`src/rtl/crm_pkg.sv`:
```
package crm_pkg;
  typedef enum logic [2:0] {
    CMD_CLEAN_LINE = 3'd0,
    CMD_CINV_LINE  = 3'd1,
    CMD_INV_LINE   = 3'd2,
    CMD_RANGE_LO   = 3'd3,
    CMD_CLEAN_HI   = 3'd4,
    CMD_INV_HI     = 3'd5,
    CMD_INV_ALL    = 3'd6
  } cmd_e;

  typedef enum logic [1:0] {
    OP_CLEAN   = 2'd0,
    OP_CINV    = 2'd1,
    OP_INV     = 2'd2,
    OP_INV_ALL = 2'd3
  } op_e;
endpackage

```
`src/rtl/crm_range.sv`:
```
module crm_range #(
  parameter int AW  = 32,
  parameter int OFS = 5,
  parameter int PGB = 12,
  localparam int LW = AW - OFS + 1
) (
  input  logic [AW-1:0]     lo_addr,
  input  logic [AW-OFS-1:0] hi_line,
  output logic [LW-1:0]     first_idx,
  output logic [LW-1:0]     last_idx,
  output logic              same_page
);
  // first line whose base is >= lo_addr; extra top bit absorbs the carry
  assign first_idx = {1'b0, lo_addr[AW-1:OFS]} + LW'(|lo_addr[OFS-1:0]);
  assign last_idx  = {1'b0, hi_line};
  assign same_page = (lo_addr[AW-1:PGB] == hi_line[AW-OFS-1:PGB-OFS]);
endmodule

```
`src/rtl/crm_cmd.sv`:
```
module crm_cmd
  import crm_pkg::*;
#(
  parameter int AW  = 32,
  parameter int OFS = 5,
  parameter int PGB = 12,
  localparam int LW = AW - OFS + 1
) (
  input  logic          clk,
  input  logic          rst_n,
  input  logic          wr_en,
  input  logic [2:0]    wr_code,
  input  logic [AW-1:0] wr_addr,
  input  logic          busy,
  output logic          launch,
  output op_e           launch_op,
  output logic [LW-1:0] launch_first,
  output logic [LW-1:0] launch_last,
  output logic          err_page,
  output logic          err_seq
);
  logic [AW-1:0] lo_q;
  logic          armed_q;
  logic          acc;
  logic [LW-1:0] rng_first, rng_last, own_line;
  logic          rng_same;
  logic          page_bad, seq_bad;

  crm_range #(.AW(AW), .OFS(OFS), .PGB(PGB)) u_range (
    .lo_addr  (lo_q),
    .hi_line  (wr_addr[AW-1:OFS]),
    .first_idx(rng_first),
    .last_idx (rng_last),
    .same_page(rng_same)
  );

  assign acc      = wr_en && !busy;
  assign own_line = {1'b0, wr_addr[AW-1:OFS]};

  always_comb begin
    launch       = 1'b0;
    launch_op    = OP_CLEAN;
    launch_first = own_line;
    launch_last  = own_line;
    page_bad     = 1'b0;
    seq_bad      = 1'b0;
    case (wr_code)
      CMD_CLEAN_LINE: launch = acc;
      CMD_CINV_LINE: begin launch = acc; launch_op = OP_CINV; end
      CMD_INV_LINE:  begin launch = acc; launch_op = OP_INV;  end
      CMD_INV_ALL: begin
        launch       = acc;
        launch_op    = OP_INV_ALL;
        launch_first = '0;
        launch_last  = '0;
      end
      CMD_CLEAN_HI, CMD_INV_HI: begin
        launch_op    = (wr_code == CMD_INV_HI) ? OP_INV : OP_CLEAN;
        launch_first = rng_first;
        launch_last  = rng_last;
        if (!armed_q)       seq_bad  = acc;
        else if (!rng_same) page_bad = acc;
        else                launch   = acc;
      end
      default: ;
    endcase
  end

  always_ff @(posedge clk) begin
    if (!rst_n) begin
      lo_q     <= '0;
      armed_q  <= 1'b0;
      err_page <= 1'b0;
      err_seq  <= 1'b0;
    end else begin
      if (acc && wr_code == CMD_RANGE_LO) begin
        lo_q    <= wr_addr;
        armed_q <= 1'b1;
      end else if (acc && wr_code != 3'd7) begin
        armed_q <= 1'b0;
      end
      if (page_bad) err_page <= 1'b1;
      if (seq_bad)  err_seq  <= 1'b1;
    end
  end

  // a rejected end write never starts work in the same cycle
  a_r6_seq_no_launch: assert property (@(posedge clk) disable iff (!rst_n)
    (acc && !armed_q && (wr_code == CMD_CLEAN_HI || wr_code == CMD_INV_HI)) |-> !launch);
endmodule

```
`src/rtl/crm_walker.sv`:
```
module crm_walker
  import crm_pkg::*;
#(
  parameter int AW  = 32,
  parameter int OFS = 5,
  localparam int LW = AW - OFS + 1
) (
  input  logic          clk,
  input  logic          rst_n,
  input  logic          launch,
  input  op_e           launch_op,
  input  logic [LW-1:0] launch_first,
  input  logic [LW-1:0] launch_last,
  input  logic          req_ready,
  output logic          busy,
  output logic          req_valid,
  output op_e           req_op,
  output logic [AW-1:0] req_addr
);
  logic          run_q;
  logic [LW-1:0] cur_q, last_q;
  op_e           op_q;
  logic          pending;

  assign pending   = (cur_q <= last_q);
  assign busy      = run_q;
  assign req_valid = run_q && pending;
  assign req_op    = op_q;
  assign req_addr  = {cur_q[LW-2:0], {OFS{1'b0}}};

  always_ff @(posedge clk) begin
    if (!rst_n) begin
      run_q  <= 1'b0;
      cur_q  <= '0;
      last_q <= '0;
      op_q   <= OP_CLEAN;
    end else if (launch) begin
      run_q  <= 1'b1;
      cur_q  <= launch_first;
      last_q <= launch_last;
      op_q   <= launch_op;
    end else if (run_q) begin
      if (!pending) begin
        run_q <= 1'b0;
      end else if (req_ready) begin
        if (cur_q == last_q) run_q <= 1'b0;
        else                 cur_q <= cur_q + 1'b1;
      end
    end
  end

  // request held while the array back-pressures
  a_r9_hold: assert property (@(posedge clk) disable iff (!rst_n)
    (req_valid && !req_ready) |=> (req_valid && $stable(req_addr) && $stable(req_op)));
  // work ends only after an accepted request or an empty range
  a_r3_stall_end: assert property (@(posedge clk) disable iff (!rst_n)
    $fell(busy) |-> $past(!req_valid || req_ready));
endmodule

```
`src/rtl/crm_engine.sv`:
```
module crm_engine
  import crm_pkg::*;
#(
  parameter int AW         = 32,
  parameter int LINE_BYTES = 32,
  parameter int PAGE_BYTES = 4096
) (
  input  logic          clk,
  input  logic          rst_n,
  input  logic          wr_en,
  input  logic [2:0]    wr_code,
  input  logic [AW-1:0] wr_addr,
  output logic          stall,
  output logic          err_page,
  output logic          err_seq,
  output logic          req_valid,
  input  logic          req_ready,
  output logic [1:0]    req_op,
  output logic [AW-1:0] req_addr
);
  localparam int OFS = $clog2(LINE_BYTES);
  localparam int PGB = $clog2(PAGE_BYTES);
  localparam int LW  = AW - OFS + 1;

  logic          launch, busy;
  op_e           launch_op, op_w;
  logic [LW-1:0] launch_first, launch_last;

  crm_cmd #(.AW(AW), .OFS(OFS), .PGB(PGB)) u_cmd (
    .clk, .rst_n, .wr_en, .wr_code, .wr_addr, .busy,
    .launch, .launch_op, .launch_first, .launch_last,
    .err_page, .err_seq
  );

  crm_walker #(.AW(AW), .OFS(OFS)) u_walk (
    .clk, .rst_n, .launch, .launch_op, .launch_first, .launch_last,
    .req_ready, .busy, .req_valid, .req_op(op_w), .req_addr
  );

  assign stall  = busy;
  assign req_op = op_w;

  // page flag is sticky and its setting write starts no work
  a_r5_page_sticky: assert property (@(posedge clk) disable iff (!rst_n)
    !$fell(err_page));
  a_r5_page_no_stall: assert property (@(posedge clk) disable iff (!rst_n)
    $rose(err_page) |-> !stall);
  // sequence flag is sticky
  a_r6_seq_sticky: assert property (@(posedge clk) disable iff (!rst_n)
    !$fell(err_seq));
endmodule

```
`config.mk`:
```
export PLATFORM = sky130hd
export DESIGN_NAME = crm_engine
export DESIGN_NICKNAME = d
export VERILOG_FILES = /design/src/rtl/crm_pkg.sv /design/src/rtl/crm_range.sv /design/src/rtl/crm_cmd.sv /design/src/rtl/crm_walker.sv /design/src/rtl/crm_engine.sv
export SDC_FILE = /design/constraint.sdc
export NUM_CORES = 1
export LEC_CHECK = 0
export BUFFER_PORTS_ARGS = -buffer_cell sky130_fd_sc_hd__buf_2
export CORE_UTILIZATION = 54
export CTS_BUF_LIST = sky130_fd_sc_hd__clkbuf_4 sky130_fd_sc_hd__clkbuf_8 sky130_fd_sc_hd__clkbuf_16
export DETAILED_ROUTE_END_ITERATION = 8
export PLACE_DENSITY = 0.76
export SLEW_MARGIN = 20
export SYNTH_ARGS = -nofsm -noshare
export SYNTH_HDL_FRONTEND = slang
export SYNTH_HIERARCHICAL = 1
export SYNTH_SLANG_ARGS = --single-unit
```
`constraint.sdc`:
```
create_clock -name clk -period 2.4 [get_ports clk]
set_input_delay 0.24 -clock clk [delete_from_list [all_inputs] [get_ports clk]]
set_output_delay 0.24 -clock clk [all_outputs]
set_load 0.02 [all_outputs]
```
== Word-level counts from Yosys, hierarchy flattened ==
Cells that the tools add are included.

* Bits in registers: 94
* Input port bits: 39
* Word-level logic and storage cells: 59

* Add/subtract/negate cells: 2
* Order comparisons: 1
* Equality and inequality tests: 10
* Muxes and demuxes: 24
* Reductions and logical operators: 14

{| class="wikitable"
|+ Operators with widths
! cell !! number
|-
| $mux W28 || 5
|-
| $pmux W28 S2 || 1
|-
| $add A27 B1 Y28 || 1
|-
| $add A28 B1 Y28 const B || 1
|-
| $eq A28 B28 Y1 || 1
|-
| $le A28 B28 Y1 || 1
|-
| $mux W27 || 1
|-
| $eq A20 B20 Y1 || 1
|-
| $mux W1 || 14
|-
| $eq A3 B3 Y1 const B || 3
|-
| $pmux W2 S4 || 1
|-
| $reduce_bool A2 Y1 || 4
|-
| $eq A3 B2 Y1 const B || 2
|-
| $reduce_or A5 Y1 || 1
|-
| $logic_and A1 B1 Y1 || 4
|-
| $reduce_and A4 Y1 || 1
|-
| $reduce_or A4 Y1 || 1
|-
| $eq A3 B1 Y1 const B || 1
|-
| $logic_not A3 Y1 || 1
|-
| $ne A3 B3 Y1 const B || 1
|-
| $mux W2 || 1
|-
| $ne A2 B2 Y1 const B || 1
|-
| $pmux W1 S2 || 1
|-
| $reduce_or A2 Y1 || 1
|-
| $logic_not A1 Y1 || 1
|}

== Longest topological paths before layout ==
Gate-level depths: netlist (run 1).

* Depth in word-level cells: 7
* Depth in mapped cells: 11

== Cells and area by module ==
Netlist (run 1), hierarchy kept.

{| class="wikitable"
|+ By module, submodules not included
! module !! instances !! cells each !! area an instance (um2) !! seq. area each (um2)
|-
| crm_walker || 1 || 434 || 3711.1 || 1181.1
|-
| crm_cmd || 1 || 229 || 1999.4 || 700.7
|-
| crm_range || 1 || 133 || 965.9 || 0.0
|}

== Least setup slack after synthesis (run 1) ==
Ideal clock, no wire load.

* Kind: reg2reg
* From: register u_cmd.lo_q[22]
* To: register u_walk.last_q[10]
* Setup time: 117 ps
* Data arrival time: 2168 ps
* Data required time: 2283 ps
* Path slack: 115 ps
* Stages on the path, launching flop included: 11
* Path buffers: 2
* Cells stage by stage: dfxtp_1 > xor2_1 > nor4_1 > nand3_1 > nor3_1 > a21oi_1 > nor2_1 > clkbuf_1 > buf_1 > mux2i_1 > nor2b_1

* Longest elaborated chain between the ends: 4

{| class="wikitable"
|+ Ends and longest elaborated chain
! what !! line !! text
|-
| start: declaration || crm_cmd.sv:22 || <nowiki>logic [AW-1:0] lo_q;</nowiki>
|-
| start signal: assignment || crm_cmd.sv:77 || <nowiki>lo_q <= wr_addr;</nowiki>
|-
| $eq A20 B20 Y1 || crm_range.sv:16 || <nowiki>assign same_page = (lo_addr[AW-1:PGB] == hi_line[AW-OFS-1:PGB-OFS]);</nowiki>
|-
| net u_cmd.rng_same || crm_cmd.sv:26 || <nowiki>logic rng_same;</nowiki>
|-
| $mux W1 || crm_cmd.sv:62 || <nowiki>else if (!rng_same) page_bad = acc;</nowiki>
|-
| $mux W1 || crm_cmd.sv:61 || <nowiki>if (!armed_q) seq_bad = acc;</nowiki>
|-
| $pmux W1 S2 || crm_cmd.sv:47 || <nowiki>case (wr_code)</nowiki>
|-
| net launch || crm_engine.sv:25 || <nowiki>logic launch, busy;</nowiki>
|-
| end signal: assignment || crm_walker.sv:40 || <nowiki>last_q <= launch_last;</nowiki>
|-
| end: declaration || crm_walker.sv:21 || <nowiki>logic [LW-1:0] cur_q, last_q;</nowiki>
|}

The timed path passes the listed nets, and every way through them passes these cells.
A chain may end at the register's enable or synchronous reset.

== Worst setup path after layout (run 1) ==
* From: register u_walk.last_q[19]
* To: output port req_valid

* Longest elaborated chain between the ends: 2

{| class="wikitable"
|+ Ends and longest elaborated chain
! what !! line !! text
|-
| $le A28 B28 Y1 || crm_walker.sv:25 || <nowiki>assign pending = (cur_q <= last_q);</nowiki>
|-
| $logic_and A1 B1 Y1 || crm_walker.sv:27 || <nowiki>assign req_valid = run_q && pending;</nowiki>
|-
| end: declaration || crm_engine.sv:16 || <nowiki>output logic req_valid,</nowiki>
|}

No other way between the ends.

==> results by group, run 1 <==
Detailed routing
  – DRC viols: 0
  – Drt wl/cell: 17.1 µm
  – Total number of vias: 5,811
  – Post-Route WL: 17.1 mm
  – Vias per Instance: between 5 and 6
  – Post-DRT Antenna Nets: 0
  – Drt pass-1 iters: 5
  – Initial DRC Count: ~400

STA
  – Post-route worst setup slack: -0.103 ns
  – Hold Fails Final Rpt: 0
  – Fin. max-slew vios: 0
  – Unrepaired setup endpoints after global routing: true
  – Slew headroom: 64.6%
  – Tmin final: between 2 and 3 ns
  – Worst-Margin Slew: between 0.5 and 0.6 ns
  – Final Cycle Share: 104%
  – Max frequency: roughly 0.4 GHz
  – Worst Skew: 0.0107 ns
  – Final setup violation count: 8

Global route
  – Global-route wire length before repair: ~26 mm
  – Initial antenna violation count: 0
  – Largest net degree at the start of global routing: between 60 and 70
  – Vias in the first global route: 5,315
  – Gr usage total: approximately a quarter
  – Grt ovf: 0

Cells and area
  – Sequential Area: about 1900 µm²
  – Final Cell Area: about 7700 µm²
  – Fillers: around 970
  – Nets: ~920
  – Layout cells sized above 1: 25.8%
  – Synth-to-Final Area Change: 15.9%
  – Footprint of the multi-input gates: between 4000 and 5000 µm²
  – Ant diodes: 0

Logic synthesis
  – EDFF count, synth: 0
  – Yosys cell types: 52
  – Post-synth top area share: 28.2%
  – Post-synth top flop: dfxtp_1
  – Synth Register Bits: 94
  – Synth top area cells: dfxtp_1 (28%), mux2i_1 (9.4%), a22o_1 (7.1%)
  – Mean Syn Cell Area: about 8.4 µm²
  – YS warnings: 6
  – Synth area leader: dfxtp_1
  – Synth Instances: approximately 800
  – Leading cell types by count after synthesis: dfxtp_1 (94), nand2_1 (92), mux2i_1 (63)
  – Sequential element share of the synthesized area: around 28%
  – Fraction of registers with async set or reset after synthesis: 0%
  – Most frequent cell after synthesis: dfxtp_1
  – Cell area after synthesis: between 6000 and 7000 µm²

Worst hold path
  – Hold Path Stages: 3
  – Hold Path Class: primary input to register

Placement
  – RePlAce Congestion: approximately 0.89
  – Area after DPL: 7050 µm²
  – Post-DP HPWL: about 12 mm
  – Port bufs: 71

Floorplan
  – Top Ports: 77
  – Rows: 40
  – Die area: 12,800 µm²
  – Die width: about 110 µm
  – Die span in y: 113 µm
  – Core area: roughly 12,000 µm²
  – Initial Utilization: 55.6%

Power and ir drop
  – LEAKAGE: roughly 3.1 nW
  – Peak VDD IR: roughly 0.36 mV
  – Tot Pwr: around 4.4 mW
  – PwrDens: approximately 560 nW/µm²

Run status
  – Outcome: finished, violations left
  – Failing checks: negative setup slack

CTS
  – Hold_buf cts: 0
  – Clk slew on worst S/H paths: roughly 0.070 ns
  – Clk Latency, worst-skew pair: 0.34 ns
  – TritonCTS buffer count: 9
  – Root buffer cell: clkbuf_16
  – CTS tree: done
  – CTS HTree Levels: 3
  – # clock sinks: 94
  – CTS Buffer Depth: 2

Setup path
  – Worst Reg-to-Reg Cells: 11
  – Critical path launch point type: register
  – CP max FO: 3
  – CP Class: register to output port
  – Worst EP required: 2.16 ns
  – CP Capture Type: output port
  – WP data arrival: 2.26 ns

Flow run
  – Max_cap viols: 0
==> repair_timing <==
item | CTS | global route
pin swaps | 7 | 17
setup endpoints to repair | 15 | 32
cloned | 0 | 1
setup buffers | 9 | 4
gates resized for setup | 20 | 65
==> flip-flops by register name (all words and copies together), names as in the netlist <==
name and flops:
u_cmd/armed_q 1, u_cmd/err_page 1, u_cmd/err_seq 1, u_cmd/lo_q 32, u_walk/busy 1, u_walk/cur_q 28, u_walk/last_q 28, u_walk/req_op 2
==> metal layers <==
layer  up-vias  global-route usage, %  wire length (µm)
met5         -                      0                 0
li1       2840                      -                 -
met4         0                   8.07               346
met3        31                   5.09              1390
met2       241                   38.9              7570
met1      2699                   37.0              7830
==> stage by stage <==
step           utilization [%]  setup TNS (ns)  setup WS, ns  cells  hold slack (ns)
6_report                  64.4          -0.515        -0.103   1002            0.148
5_1_grt                   64.4           -1.49        -0.173   1002            0.168
4_1_cts                   62.5         -0.0513       -0.0513    997            0.133
3_5_place_dp              58.7           -1.11        -0.115    972            0.458
3_3_place_gp              58.7               0        0.0203    972            0.444
2_1_floorplan                -               0         0.115    800            0.382
==> report_power, final <==
part,internal [mW],switching (mW),leakage (nW)
sequential,1.65,0.0742,0.773
combinational,0.542,0.705,2.23
clock,0.758,0.626,0.138
total,2.95,1.40,3.14
==> final timing paths <==
check	start	to	slack, ns
max	u_walk/last_q[19]	req_valid	-0.10
min	wr_addr[3]	u_cmd/lo_q[3]	0.15
max reg2reg	u_walk/last_q[19]	u_walk/cur_q[24]	-0.09
min reg2reg	u_cmd/lo_q[4]	u_cmd/lo_q[4]	0.46
==> cell type report <==
type                            instances  share of cell area (%)
Multi-Input combinational cell        570                    55.5
Inverter                               34                    1.65
Clock buffer                           11                    3.27
Clock inverter                          5                   0.437
Timing Repair Buffer                  141                    12.2
Tap cell                              147                    2.38
Sequential cell                        94                    24.5
==> kinds of logic (layout without fill, tap and decap cells) <==
family | Yosys count | in the layout | synth area share, %
buffers and inverters | 136 | 191 | 11.7
other | 2 | 6 | 0.112
DFF | 94 | 94 | 28.2
AOI/OAI and AO/OA | 150 | 150 | 16.1
and+or+nand+nor | 258 | 258 | 20.5
xor gates and xnor gates | 61 | 61 | 8.00
muxes | 63 | 63 | 9.45
adders and majority gates | 32 | 32 | 6.00
==> worst max-delay path, cell delays in order (launching register included) <==
cell	delay, ns
dfxtp_2	0.33
inv_1	0.11
ha_4	0.23
a21oi_2	0.13
o21a_1	0.17
o221ai_2	0.13
a211oi_4	0.34
buf_6	0.16
nand2b_4	0.05
a21boi_2	0.16
buf_6	0.13
==> cell usage in the layout, fill, tap and decap left out, drive strengths merged, types with 11 or more instances in the layout <==
cell and n:
a21oi 28, a22o 54, buf 141, clkbuf 11, dfxtp 94, ha 32, inv 33, mux2i 63
nand2 92, nand3 32, nand4 24, nor2 17, nor2b 35, nor3 13, o21ai 36, xnor2 30
xor2 31
Note: power is estimated with default switching activity, not from simulation.
==> run 2: changes to the inputs <==
--- a/config.mk
+++ b/config.mk
@@ -6,10 +6,10 @@
 export NUM_CORES = 1
 export LEC_CHECK = 0
 export BUFFER_PORTS_ARGS = -buffer_cell sky130_fd_sc_hd__buf_2
-export CORE_UTILIZATION = 54
+export CORE_UTILIZATION = 55
 export CTS_BUF_LIST = sky130_fd_sc_hd__clkbuf_4 sky130_fd_sc_hd__clkbuf_8 sky130_fd_sc_hd__clkbuf_16
 export DETAILED_ROUTE_END_ITERATION = 8
-export PLACE_DENSITY = 0.76
+export PLACE_DENSITY = 0.74
 export SLEW_MARGIN = 20
 export SYNTH_ARGS = -nofsm -noshare
 export SYNTH_HDL_FRONTEND = slang
==> constraint.sdc (replaced) <==
create_clock -name clk -period 3 [get_ports clk]
set_input_delay 0.3 -clock clk [delete_from_list [all_inputs] [get_ports clk]]
set_output_delay 0.3 -clock clk [all_outputs]
set_load 0.02 [all_outputs]
==> run 2 against run 1 <==
  * The flow finishes with violations (design-rule violations)
  * First-iteration DRC count grew 0.25%
  * Global-route usage fell by 0.74 points
  * Critical path depth down 2
  * Count of clock-buffer cells in the layout increased by 2
  * Largest cell class unchanged
  * Largest power group unchanged
==> results by group, run 2 (synthesized netlist as in run 1, its figures left out) <==
Run status
  – Outcome: finished, violations left
  – Failing checks: design-rule violations

Setup path
  – CP Class: register to output port
  – R2R Setup Slk: 0.26 ns
  – Critical path launch point type: register
  – CP Capture Type: output port
  – Launch point of the critical path: u_walk/last_q[21]
  – Worst r2r src: u_walk/cur_q[20]
  – CP max stage delay: approximately 0.5 ns
  – Worst EP required: around 2.7 ns
  – WP data arrival: 2.51 ns
  – Slowest-stage cell, CP: nor4_4
  – Worst path cell trace: inv_1 > ha_1 > nand4_1 > nor4_4 > o31a_1 > nand2b_1 > a21boi_0 > buf_2
  – CP max FO: 4
  – Top cell family by delay on the critical path: simple AND/OR/NAND/NOR gates
  – CP bufs+invs: 2

CTS
  – # clock sinks: between 90 and 100
  – Clk slew on worst S/H paths: 0.06 ns
  – CTS HTree Levels: 3
  – CTS Buffer Depth: 2
  – Clk Latency, worst-skew pair: between 0.3 and 0.4 ns
  – Root buffer cell: clkbuf_16
  – Post-CTS Setup Bufs: 0
  – TritonCTS buffer count: 9
  – Post-CTS resize count: 0
  – CTS tree: done
  – Hold_buf cts: 0

STA
  – Unrepaired setup endpoints after global routing: false
  – Slew headroom: 45.2%
  – Final Cycle Share: 93.7%
  – Final setup violation count: 0
  – Fin. max-slew vios: 0
  – Max frequency: roughly 0.36 GHz
  – Setup_tns: 0 ns
  – Tmin final: around 2.8 ns
  – Post-route worst setup slack: about 0.19 ns
  – Hold Fails Final Rpt: 0
  – Worst Skew: between 0.007 and 0.008 ns
  – Final hold slack: ~0.22 ns
  – Worst-Margin Slew: between 0.8 and 0.9 ns

Global route
  – Initial antenna violation count: 0
  – Gr usage total: between 20% and 30%
  – Met2 usage in global routing: between 30% and 40%
  – Grt met3 use: about 4%
  – Grt ovf: 0
  – Met1 GRT Util: approximately 37%
  – Vias in the first global route: between 5,000 and 6,000
  – Global-route wire length before repair: 25.5 mm
  – Largest net degree at the start of global routing: 99
  – Busiest grt layer: met2

Placement
  – Port bufs: 71
  – RePlAce Congestion: roughly 0.85
  – Place WS: roughly 0.31 ns
  – Post-DP HPWL: about 12 mm

Cells and area
  – Fillers: 1,014
  – Commonest non-fill, non-tap cell in the layout: dfxtp_1
  – Top flop regs: u_cmd/lo_q x32, u_walk/cur_q x28, u_walk/last_q x28
  – Sequential Area: between 1500 and 2000 µm²
  – Max reg flops: 32
  – Layout cells sized above 1: between 10% and 20%
  – Ant diodes: 0
  – Footprint of the multi-input gates: about 4100 µm²
  – Nets: between 800 and 900
  – Synth-to-Final Area Change: 4.97%
  – Final core utilization: between 60% and 70%
  – Most flops, register: u_cmd/lo_q
  – Most frequent cells in the layout: dfxtp_1 (94), nand2_1 (92), buf_2 (70)

Floorplan
  – Core area: roughly 12,000 µm²
  – Rows: 39
  – Die area: about 13,000 µm²
  – Die width: around 110 µm
  – Die span in y: roughly 110 µm
  – Top Ports: 77
  – Initial Utilization: 57.5%

Power and ir drop
  – LEAKAGE: around 2.8 nW
  – PwrDens: 475 nW/µm²
  – Peak VDD IR: approximately 0.24 mV

Detailed routing
  – Vias per Instance: 5.84
  – Post-Route WL: between 15 and 20 mm
  – Initial DRC Count: approximately 400
  – DRC viols: 7
  – Drt wl/cell: 16.5 µm
  – Drt pass-1 iters: 7
  – Total number of vias: roughly 5,500
  – Post-DRT Antenna Nets: 0

Worst hold path
  – Hold_sp: wr_addr[4]
  – Hold Path Class: primary input to register

Flow run
  – Max_cap viols: 0
run 2: changes by cell type in the layout (fill, tap and decap cells not counted), moves of 5 or more:
cell	previous run	this run
buf_4	61	9
inv_2	5	0
buf_6	7	0
ha_4	9	0
a21oi_1	22	28
inv_1	28	33
a21oi_2	6	0
o21ai_1	22	5
dfxtp_2	14	0
ha_1	22	32
o21ai_0	12	31
dfxtp_1	80	94
run 2: power by group:
group | internal, mW | switching, mW
sequential | 1.32 | 0.0772
clock | 0.698 | 0.478
combinational | 0.304 | 0.457
run 2: final timing paths:
| kind | to | cells past startpoint |
|---|---|---|
| setup reg to reg | u_walk/cur_q[24] | 9 |
| hold reg to reg | u_cmd/lo_q[2] | 2 |
| hold / removal | u_cmd/lo_q[4] | 3 |
| setup / recovery | req_valid | 8 |
run 2: per-layer routing:
metal	vias to the layer above	wire length [µm]
li1	2724	-
met1	2566	7720
met2	177	6740
met3	10	925
met4	0	93
met5	-	0
run 2: final cells by class:
cell class,count,share of cell area (%)
Sequential cell,94,26.9
Timing Repair Buffer,81,6.53
Multi-Input combinational cell,570,57.9
Clock inverter,3,0.625
Tap cell,143,2.55
Inverter,34,1.82
Clock buffer,13,3.73
run 2: per-stage QoR:
stage | instance area [µm²] | power (mW) | cells
4_1_cts | 7000 | 3.34 | 938
3_5_place_dp | 6690 | 2.16 | 922
5_1_grt | 7010 | 3.49 | 938
3_3_place_gp | 6680 | 2.13 | 922
2_1_floorplan | 6690 | 2.01 | 800
6_report | 7010 | 3.33 | 938
run 2: worst reg2reg max path: stages, from the launching register on:
cell and delay (ns):
dfxtp_1 0.45, ha_1 0.27, nand4_1 0.29, o221ai_2 0.20
a211oi_4 0.29, buf_4 0.26, nand4bb_1 0.19, buf_4 0.21
o21a_1 0.19, o311a_1 0.29
==> run 3: changes to the inputs <==
--- a/config.mk
+++ b/config.mk
@@ -10,7 +10,6 @@
 export CTS_BUF_LIST = sky130_fd_sc_hd__clkbuf_4 sky130_fd_sc_hd__clkbuf_8 sky130_fd_sc_hd__clkbuf_16
 export DETAILED_ROUTE_END_ITERATION = 8
 export PLACE_DENSITY = 0.74
-export SLEW_MARGIN = 20
 export SYNTH_ARGS = -nofsm -noshare
 export SYNTH_HDL_FRONTEND = slang
 export SYNTH_HIERARCHICAL = 1
==> constraint.sdc (replaced) <==
create_clock -name clk -period 3.6 [get_ports clk]
set_input_delay 0.36 -clock clk [delete_from_list [all_inputs] [get_ports clk]]
set_output_delay 0.36 -clock clk [all_outputs]
set_load 0.02 [all_outputs]
==> run 3 against run 2 <==
  * The run still ends with design-rule violations left
  * Non-clock buffer count decreased by 1
  * Wire length is 1.3% lower
  * Final cell count is 0.11% lower
  * Clock skew is 0.0027 ns higher
  * Flip-flop and latch count unchanged
  * Register-to-register slack better by 0.34 ns
  * Sequential share of layout area increased by 0.15 points
  * Setup slack gained 0.41 ns
  * Global-route usage shrank 0.66 points
  * Hold slack improved by 0.054 ns
  * Largest cell class unchanged
  * Highest routed layer unchanged
==> results by group, run 3 (synthesized netlist as in run 1, its figures left out) <==
Power and ir drop
  – Switching Share: ~30%
  – Peak VDD IR: roughly 0.24 mV
  – P_int: 1.96 mW
  – Sw Pwr: between 0.8 and 0.9 mW
  – Sequential share of power: 41.5%
  – LEAKAGE: between 2 and 3 nW
  – Clock share of power: between 30% and 40%
  – PwrDens: ~400 nW/µm²
  – Logic pwr share: 21.9%

Global route
  – Initial antenna violation count: 0
  – Grt ovf: 0
  – Gr usage total: about 24%
  – Vias in the first global route: about 4,900
  – Largest net degree at the start of global routing: 89
  – Global-route wire length before repair: approximately 25 mm

CTS
  – CTS Buffer Depth: 2
  – # clock sinks: 94
  – Hold_buf cts: 0
  – Clk Latency, worst-skew pair: around 0.34 ns
  – Post-CTS resize count: 0
  – TritonCTS buffer count: 9
  – Clk slew on worst S/H paths: 0.07 ns
  – CTS HTree Levels: 3
  – Post-CTS Setup Bufs: 0
  – Root buffer cell: clkbuf_16
  – CTS tree: done

Setup path
  – WP data arrival: 3.26 ns
  – CP max FO: 19
  – CP Class: register to register
  – CP Capture Type: register
  – Critical path launch point type: register
  – Worst EP required: 3.86 ns

STA
  – Post-route worst setup slack: 0.601 ns
  – Final Cycle Share: approximately 83%
  – Unrepaired setup endpoints after global routing: false
  – Tmin final: about 3.0 ns
  – Slew headroom: between 50% and 60%
  – Max frequency: roughly 0.33 GHz
  – Fin. max-slew vios: 0
  – Setup_tns: 0 ns
  – Worst Skew: 0.00988 ns
  – Worst-Margin Slew: 0.714 ns
  – Hold Fails Final Rpt: 0
  – Final setup violation count: 0

Cells and area
  – Ant diodes: 0
  – Fillers: 1,060
  – Final core utilization: 60.0%
  – Nets: 860
  – Most flops, register: u_cmd/lo_q
  – Commonest non-fill, non-tap cell in the layout: dfxtp_1
  – Layout cells sized above 1: between 10% and 20%
  – Synth-to-Final Area Change: 4.39%
  – Max reg flops: 32
  – Footprint of the multi-input gates: a little over 4000 µm²
  – Most frequent cells in the layout: dfxtp_1 (94), nand2_1 (92), buf_2 (70)
  – Top flop regs: u_cmd/lo_q x32, u_walk/cur_q x28, u_walk/last_q x28
  – Sequential Area: 1880 µm²

Floorplan
  – Rows: 39
  – Initial Utilization: a little under three fifths
  – Die area: 12,600 µm²
  – Die width: about 110 µm
  – Core area: around 12,000 µm²
  – Die span in y: around 110 µm
  – Top Ports: a little under 80

Placement
  – Port bufs: between 70 and 80
  – Place WS: around 0.62 ns
  – Post-DP HPWL: 11.4 mm
  – RePlAce Congestion: 0.953

Worst hold path
  – Hold Path Class: primary input to register

Run status
  – Failing checks: design-rule violations
  – Outcome: finished, violations left

Detailed routing
  – Total number of vias: 5,477
  – Post-DRT Antenna Nets: 0
  – Post-Route WL: between 15 and 20 mm
  – DRC viols: 7
  – Vias per Instance: 5.85
  – Drt wl/cell: about 16 µm
  – Drt pass-1 iters: 6
  – Initial DRC Count: 318

Flow run
  – Max_cap viols: 0
## run 3: cell count changes in the layout (fill, tap and decap cells not counted), sizes merged
cell      change
clkbuf        -3
clkinvlp      +1
buf           -1
clkinv        +1
bufinv        +1
## run 3: final cells by class
cell class                 count  area share [%]
sequential                    94            27.0
clock inverter                 6            1.24
inverter                      34            1.83
tap                          143            2.57
clock buffer                  10            3.34
timing repair buffer          80            6.10
multi-input combinational    570            57.9
## run 3: layer usage
| metal | vias to the layer above | part of all wire (%) | global-route usage [%] |
|---|---|---|---|
| li1 | 2715 | - | - |
| met1 | 2546 | 49 | 34.8 |
| met2 | 198 | 43 | 37.4 |
| met3 | 18 | 7.0 | 4.91 |
| met4 | 0 | 1.5 | 6.93 |
| met5 | - | 0 | 0 |
## run 3: worst paths after layout
check	startpoint	to	slack, ns	cells after the start
worst min-delay path	wr_addr[2]	u_cmd/lo_q[2]	0.27	3
worst max-delay path	u_walk/cur_q[19]	u_walk/cur_q[27]	0.60	9
worst max register to register	u_walk/cur_q[19]	u_walk/cur_q[27]	0.60	9
worst min register to register	u_cmd/lo_q[2]	u_cmd/lo_q[2]	0.46	2
## run 3: critical path, stage by stage (launching register included)
cell and delay [ns]:
dfxtp_1 0.41, ha_1 0.29, a21oi_1 0.17, o21a_1 0.17
o221ai_2 0.14, a211oi_4 0.26, buf_4 0.25, nand4b_1 0.51
or3_1 0.54, a31oi_1 0.19
## run 3: stage by stage
step | instance area [µm²] | hold slack (ns) | std cells | power [mW]
6_report | 6970 | 0.271 | 937 | 2.80
5_1_grt | 6970 | 0.279 | 937 | 2.93
4_1_cts | 6970 | 0.259 | 937 | 2.81
3_5_place_dp | 6650 | 0.448 | 921 | 1.79
3_3_place_gp | 6650 | 0.443 | 921 | 1.77
2_1_floorplan | 6690 | 0.434 | 800 | 1.67
## run 3: power groups by stage
stage          Combinational, mW  Sequential [mW]  Clock [mW]
2_1_floorplan              0.503             1.17           0
3_3_place_gp               0.586             1.18           0
3_5_place_dp               0.607             1.18           0
4_1_cts                    0.610             1.16        1.04
5_1_grt                    0.671             1.17        1.09
6_report                   0.613             1.16        1.02
